$ cat src/rtl/emb_status_flags.sv
module emb_status_flags (
  input  logic       clk,
  input  logic       rst_n,
  input  logic       op_busy,
  input  logic       op_erase,
  input  logic [1:0] op_phase,
  input  logic       sel_blk,
  input  logic       prog_d7,
  input  logic       rd_stb,
  input  logic       done_i,
  input  logic       sw_reset,
  output logic [7:0] status,
  output logic       rb_low,
  output logic       data_sel
);
  localparam logic [1:0] PH_RUN  = 2'd0;
  localparam logic [1:0] PH_HOLD = 2'd1;
  localparam logic [1:0] PH_SUSP = 2'd2;
  localparam logic [1:0] PH_TMO  = 2'd3;

  logic rd_q, tg6, tg2, lock_q;

  wire rd_fall  = rd_q & ~rd_stb;
  wire tmo      = lock_q | (op_busy & (op_phase == PH_TMO));
  wire susp     = op_busy & ~tmo & (op_phase == PH_SUSP);
  wire working  = (op_busy & ~susp) | tmo;
  wire esel_sus = susp & op_erase & sel_blk;
  wire en6      = rd_fall & working;
  wire en2      = rd_fall & op_erase & sel_blk & (working | susp);

  assign data_sel = ~working & ~esel_sus;
  assign rb_low   = working;

  always_ff @(posedge clk or negedge rst_n) begin
    if (!rst_n) begin
      rd_q   <= 1'b0;
      lock_q <= 1'b0;
      tg6    <= 1'b0;
      tg2    <= 1'b0;
    end else begin
      rd_q <= rd_stb;
      if (sw_reset)
        lock_q <= 1'b0;
      else if (op_busy && op_phase == PH_TMO)
        lock_q <= 1'b1;
      if (done_i || sw_reset) begin
        tg6 <= 1'b0;
        tg2 <= 1'b0;
      end else begin
        if (en6) tg6 <= ~tg6;
        if (en2) tg2 <= ~tg2;
      end
    end
  end

  always_comb begin
    status = 8'h00;
    if (working) begin
      status[7] = op_erase ? 1'b0 : ~prog_d7;
      status[6] = tg6;
      status[5] = tmo;
      status[3] = op_erase & (tmo | op_phase == PH_RUN);
      status[2] = (op_erase & sel_blk) ? tg2 : 1'b1;
    end else if (esel_sus) begin
      status[7] = 1'b1;
      status[6] = tg6;
      status[3] = 1'b1;
      status[2] = tg2;
    end
  end

  p_dq6_flip_r2: assert property (@(posedge clk) disable iff (!rst_n)
    (rd_fall && working && !done_i && !sw_reset) |=> (tg6 != $past(tg6)));

  p_dq6_frozen_r5: assert property (@(posedge clk) disable iff (!rst_n)
    (esel_sus && !done_i && !sw_reset) |=> $stable(tg6));

  p_lock_hold_r6: assert property (@(posedge clk) disable iff (!rst_n)
    (lock_q && !sw_reset) |=> lock_q);

  p_rb_release_r7: assert property (@(posedge clk) disable iff (!rst_n)
    (susp && !lock_q) |-> !rb_low);

  p_zero_bits_r8: assert property (@(posedge clk) disable iff (!rst_n)
    (status[1:0] == 2'b00) && !status[4] && (!data_sel || status == 8'h00));

  p_clear_r10: assert property (@(posedge clk) disable iff (!rst_n)
    done_i |=> (!tg6 && !tg2));
endmodule

$ cat config.mk
export PLATFORM = sky130hd
export DESIGN_NAME = emb_status_flags
export DESIGN_NICKNAME = d
export VERILOG_FILES = /design/src/rtl/emb_status_flags.sv
export SDC_FILE = /design/constraint.sdc
export NUM_CORES = 1
export LEC_CHECK = 0
export BUFFER_PORTS_ARGS = -buffer_cell sky130_fd_sc_hd__buf_2
export CAP_MARGIN = 15
export CORE_AREA = 2 2 39 41
export DETAILED_ROUTE_END_ITERATION = 8
export DIE_AREA = 0 0 41 43
export PLACE_DENSITY = 0.46
export SLEW_MARGIN = 30
export SYNTH_ARGS = -nofsm -noshare
export SYNTH_HDL_FRONTEND = slang
export SYNTH_SLANG_ARGS = --single-unit
$ cat constraint.sdc
create_clock -name clk -period 3 [get_ports clk]
set_clock_uncertainty 0.15 [all_clocks]
set_input_delay 0 -clock clk [delete_from_list [all_inputs] [get_ports clk]]
set_output_delay 0 -clock clk [all_outputs]
set_load 0.01 [all_outputs]
# After elaboration in Yosys (flattened, before gate mapping)
# Index checks and enable logic that the tools add are counted.
classes:
  n_eq_ne: 2
  reduce_logical: 6
  n_bitwise: 26
  mux: 13
ops:
  columns: ["operator", "count"]
  rows:
  - ["$and A1 B1 Y1", 14]
  - ["$mux W1", 9]
  - ["$mux W2", 4]
  - ["$not A1 Y1", 8]
  - ["$reduce_bool A2 Y1", 3]
  - ["$eq A2 B2 Y1 const B", 2]
  - ["$or A1 B1 Y1", 4]
  - ["$logic_not A2 Y1", 1]
  - ["$logic_and A1 B1 Y1", 1]
  - ["$logic_or A1 B1 Y1", 1]
totals:
  regBits: 4
  input_bits: 11
  elab_cells: 51

# Longest topological paths before layout
depth:
  word_depth: 13
  depth_mapped: 3

# Worst setup path before layout
# No wires, ideal clock.
synth_path:
  path_kind: "flip-flop to flip-flop"
  startpoint: "register lock_q"
  endpoint: "register tg6"
  arrival_ps: 1042
  period_less_slack_ps: 1270
  setup_slack_ps: 1730
  stages_incl_launch_ff: 4
  path_buffers: 0
  path_cell_list: "dfrtp_1 -> nor3b_1 -> or4_1 -> a21boi_1"
synth_between:
  elab_chain_len: 9
synth_rtl:
  columns: ["item", "line_no", "text"]
  rows:
  - ["from (decl)", "21", "logic rd_q, tg6, tg2, lock_q;"]
  - ["from (signal assigned)", "37", "lock_q <= 1'b0;"]
  - ["from (signal assigned)", "43", "lock_q <= 1'b0;"]
  - ["from (signal assigned)", "45", "lock_q <= 1'b1;"]
  - ["$or A1 B1 Y1 *", "24", "wire tmo = lock_q | (op_busy & (op_phase == PH_TMO));"]
  - ["$not A1 Y1", "25", "wire susp = op_busy & ~tmo & (op_phase == PH_SUSP);"]
  - ["$and A1 B1 Y1 (2 in series)", "25", null]
  - ["$not A1 Y1", "26", "wire working = (op_busy & ~susp) | tmo;"]
  - ["$and A1 B1 Y1", "26", null]
  - ["$or A1 B1 Y1 *", "26", null]
  - ["$and A1 B1 Y1 *", "28", "wire en6 = rd_fall & working;"]
  - ["$reduce_bool A2 Y1 (no source line) *", null, null]
  - ["to (signal assigned)", "50", "if (en6) tg6 <= ~tg6;"]
  - ["to (decl)", "21", null]
# Every way passes the cells marked *; elsewhere a longest branch is shown, timed or not.
# A chain may end at the register's enable or synchronous reset.

# Final worst setup path
layout_path:
  startpoint: "input rd_stb"
  endpoint: "register tg2"
layout_between:
  elab_chain_len: 6
layout_rtl:
  columns: ["item", "line_no", "text"]
  rows:
  - ["from (decl)", "9", "input logic rd_stb,"]
  - ["$not A1 Y1", "23", "wire rd_fall = rd_q & ~rd_stb;"]
  - ["$and A1 B1 Y1", "23", null]
  - ["$and A1 B1 Y1 (3 in series)", "29", "wire en2 = rd_fall & op_erase & sel_blk & (working | susp);"]
  - ["$reduce_bool A2 Y1 (no source line)", null, null]
  - ["to (signal assigned)", "51", "if (en2) tg2 <= ~tg2;"]
  - ["to (decl)", "21", null]
# Every way passes these cells.

==> results.txt <==
The portion of the clock cycle consumed by the worst path in the final layout is 49.7%. In this run, the combinational gates consume 26.6% of the power. Worst setup path category: input pin to flip-flop. The average instance area after synthesis came out at 7.69 um^2. The total congestion overflow after global routing was 0; the overall fraction of global-route tracks in use was 11.1%. The largest stage delay on the critical path is 530 ps. Clock tree synthesis found a total of 4 sinks. TritonCTS built the clock tree. Summed over all instances, the cell type with the most area after synthesis is sky130_fd_sc_hd__dfrtp_1. The tightest min-delay check is of the input pin to flip-flop type. Timing would allow up to 0.671 GHz. The number of buffer and inverter stages on the critical path was 2. In this run the worst path has a maximum fanout of 4. For the sum of negative setup slack, the log shows 0 ps. Setup repair after global routing left no endpoint under its margin. The run finished with clean final reports. Registers are responsible for 34.7% of the overall power. For this configuration, the core starts out at a cell density of 22.2%. After detailed routing, the number of vias per cell comes to 4.23. The startpoint identified for the worst hold timing path is op_erase.

The clock period could shrink to 1490 ps. The count of nets left with antenna violations once routing finished came out at 0. The areal power density over the cells came out at 344 nW/um^2.

The tools report the cell at the root of the clock tree as sky130_fd_sc_hd__clkbuf_4. For the worst-skew pair, the clock arrives at the later sink with an insertion delay of 230 ps. The footprint of the multi-input gates was 189 um^2.

The count of endpoints failing hold in the final timing report is 0, and the synthesized area is 308 um^2. The share of post-route cells with drive strength above 1 was 32.3%; the post-CTS setup-driven buffer insertion count was 0. Cell with the largest stage delay on the worst path: sky130_fd_sc_hd__dlygate4sd3_1. The repair_antennas step left the layout with diodes totalling 0.

The critical path launch point was rd_stb. Entering global routing, the biggest net connects 8 pins. The logs give 100 um^2 for the area used by sequential logic in the layout and 0 for the count of warnings emitted by yosys. The routed layout has 343 vias. For the cell area after layout, the log shows 480 um^2.

By instance count, the leading cell after synthesis is sky130_fd_sc_hd__nand2_1. Clock transition at the register clock pins on the worst setup and hold paths after CTS: 30 ps. The HPWL after detailed placement is 586 um. The first global-routing pass estimated 1260 um of wire. Dividing the detail-routed wire length by the instance count gives 9.12 um. Sorting the synthesized cells by how often they occur yields 5 x sky130_fd_sc_hd__nand2_1, 4 x sky130_fd_sc_hd__dfrtp_1, 4 x sky130_fd_sc_hd__nand3_1, 4 x sky130_fd_sc_hd__nor2_1. The via count of the first global-routing pass is 337, and the relative contribution of the clock network to total power is 38.7%.

The die area was 1760 um^2. Among all flip-flop cells after synthesis, the most frequent one is sky130_fd_sc_hd__dfrtp_1. The number of max-cap violations is 0. In this run, synthesis produced a sequential element count of 4.

The tools report the count of standard-cell rows as 14. Clock tree synthesis inserted a total of 3 buffers. After synthesis, the largest area contributor takes up 32.5% of total cell area.

The region available for standard cell placement spans 1380 um^2. The tools report the maximum level of the CTS H-tree as 1. At the end of routability-driven placement, the weighted congestion stood at 0.707.

The final layout contains routed wiring with a total length of 739 um. Number of distinct library cells after synthesis: 19. The number of antenna violations at the first check in global routing is 0, and the static leakage is 0.000242 uW. After detailed routing, the number of remaining DRC violations is 0.

Of the synthesized area, sequential elements account for 32.5%. The final layout contains 78 nets. In this run the horizontal extent of the chip is 41 um. Element type at the critical path end: a flip-flop. For the number of DRC violations after detailed-routing iteration 0, the log shows 1. The count of buffers added on input and output ports is 17.

Walking the worst path, the cells encountered are dlygate4sd3_1 > buf_2 > nand2b_1 > or4_1 > a21boi_0. The tools report the kind of start point of the critical path as an input pin. In this run the deepest clock path goes through 2 buffers. From bottom edge to top edge, the die measures 43 um. The final count of negative-setup-slack endpoints was 0; the switching part of the total power was 25.9%. The count of flip-flops with a built-in enable after synthesis came out at 0. Before antenna repair, the detailed router went through 2 iterations. The number of cells produced by synthesis was 40.

For this design, the CTS-stage hold fixing added 6 buffers. Family with the most delay on the worst path: buffers and inverters. In this run the power spent charging and discharging nets is 42.7 uW.

Gates resized during post-CTS repair numbered 0. In this run the critical register-to-register path is launched from lock_q. After synthesis, the cell types taking the most area are sky130_fd_sc_hd__dfrtp_1 33%, sky130_fd_sc_hd__a21boi_0 7.3%, sky130_fd_sc_hd__buf_4 7.3%.

After synthesis, the share of flip-flops with an asynchronous set or reset is 100%. The filler cells instantiated in the layout total 162. Final-report max-slew violation count: 0. Compared with the post-synthesis result, the final layout area differs by 56.1%. The tools report the internal cell power as 122 uW. The critical path required time came out at 2990 ps. Worst ir drop on vdd: 0.000180 V. The tools report the arrival time of data at the critical path endpoint as 1480 ps. 21 I/O pins were placed. The run gives 398 um^2 as the placed instance area.
-- per-stage QoR --
| stage | setup WS, ps | instances | hold slack (ps) | utilization [%] | power (uW) |
|---|---|---|---|---|---|
| 3_3_place_gp | 1650 | 72 | -338 | 28.8 | 96.7 |
| 2_1_floorplan | 1730 | 42 | -446 | - | 80.7 |
| 5_1_grt | 1430 | 81 | 86.6 | 34.7 | 179 |
| 4_1_cts | 1500 | 81 | 52.7 | 34.7 | 170 |
| 6_report | 1510 | 81 | 57.9 | 34.7 | 165 |
| 3_5_place_dp | 1640 | 72 | -343 | 28.8 | 96.6 |
-- cells by family (layout without fill, tap and decap cells) --
logic type	after synthesis	after routing	synth area share [%]
AOI/OAI and AO/OA	10	10	21.9
buffers and inverters	4	27	8.53
DFF	4	4	32.5
other	1	3	1.22
and+or+nand+nor	21	21	35.8
-- routing by layer --
layer / global-route usage (%) / wire [um] / share of wire, %
met3: 4.19 / 44 / 6.0
met4: 10.0 / 0 / 0
met5: 0 / 0 / 0
met2: 16.3 / 397 / 54
met1: 11.4 / 297 / 40
-- cell usage in the layout (no fill, tap or decap), types with 2 or more instances in the layout --
cell and instances:
sky130_fd_sc_hd__nand2_1 5, sky130_fd_sc_hd__nand2b_1 2, sky130_fd_sc_hd__nand3_1 4, sky130_fd_sc_hd__conb_1 3, sky130_fd_sc_hd__a21oi_1 2, sky130_fd_sc_hd__or4_1 2, sky130_fd_sc_hd__clkbuf_4 3, sky130_fd_sc_hd__dlygate4sd3_1 6
sky130_fd_sc_hd__buf_2 17, sky130_fd_sc_hd__nor2_1 4, sky130_fd_sc_hd__a21boi_0 3, sky130_fd_sc_hd__o31ai_1 2, sky130_fd_sc_hd__dfrtp_1 4
-- power by group through the flow --
stage / Combinational [uW] / Sequential, uW / Clock, uW
CTS: 44.7 / 57.2 / 68.2
global route: 49.6 / 57.4 / 71.6
floorplan: 23.1 / 57.6 / 0
finish: 44.0 / 57.3 / 63.8
global placement: 38.8 / 57.9 / 0
detailed placement: 38.7 / 57.9 / 0
-- worst reg2reg max path: stages, from the launching register on --
cell                            delay (ps)
sky130_fd_sc_hd__dfrtp_1               400
sky130_fd_sc_hd__inv_1                 170
sky130_fd_sc_hd__a21oi_1                80
sky130_fd_sc_hd__dlygate4sd3_1         560
-- final cells by class --
type	count	area share, %
clock buffers	3	4.69
inverters	1	0.781
multi-input cells	34	39.3
flip-flops and latches	4	20.8
well taps	16	4.17
repair buffers	23	30.2
-- worst paths after layout --
check | depth (start not counted) | endpoint | slack [ps]
setup / recovery | 5 | tg2 | 1510
hold / removal | 4 | tg2 | 60
setup reg to reg | 3 | lock_q | 1510
hold reg to reg | 2 | tg6 | 410
max in group asynchronous | 3 | tg2 | 2030
min in group asynchronous | 3 | lock_q | 500
-- state kept, by name, indices dropped and copies added (netlist names) --
signal / flops
lock_q: 1
rd_q: 1
tg2: 1
tg6: 1
Note: power is estimated with default switching activity, not from simulation.
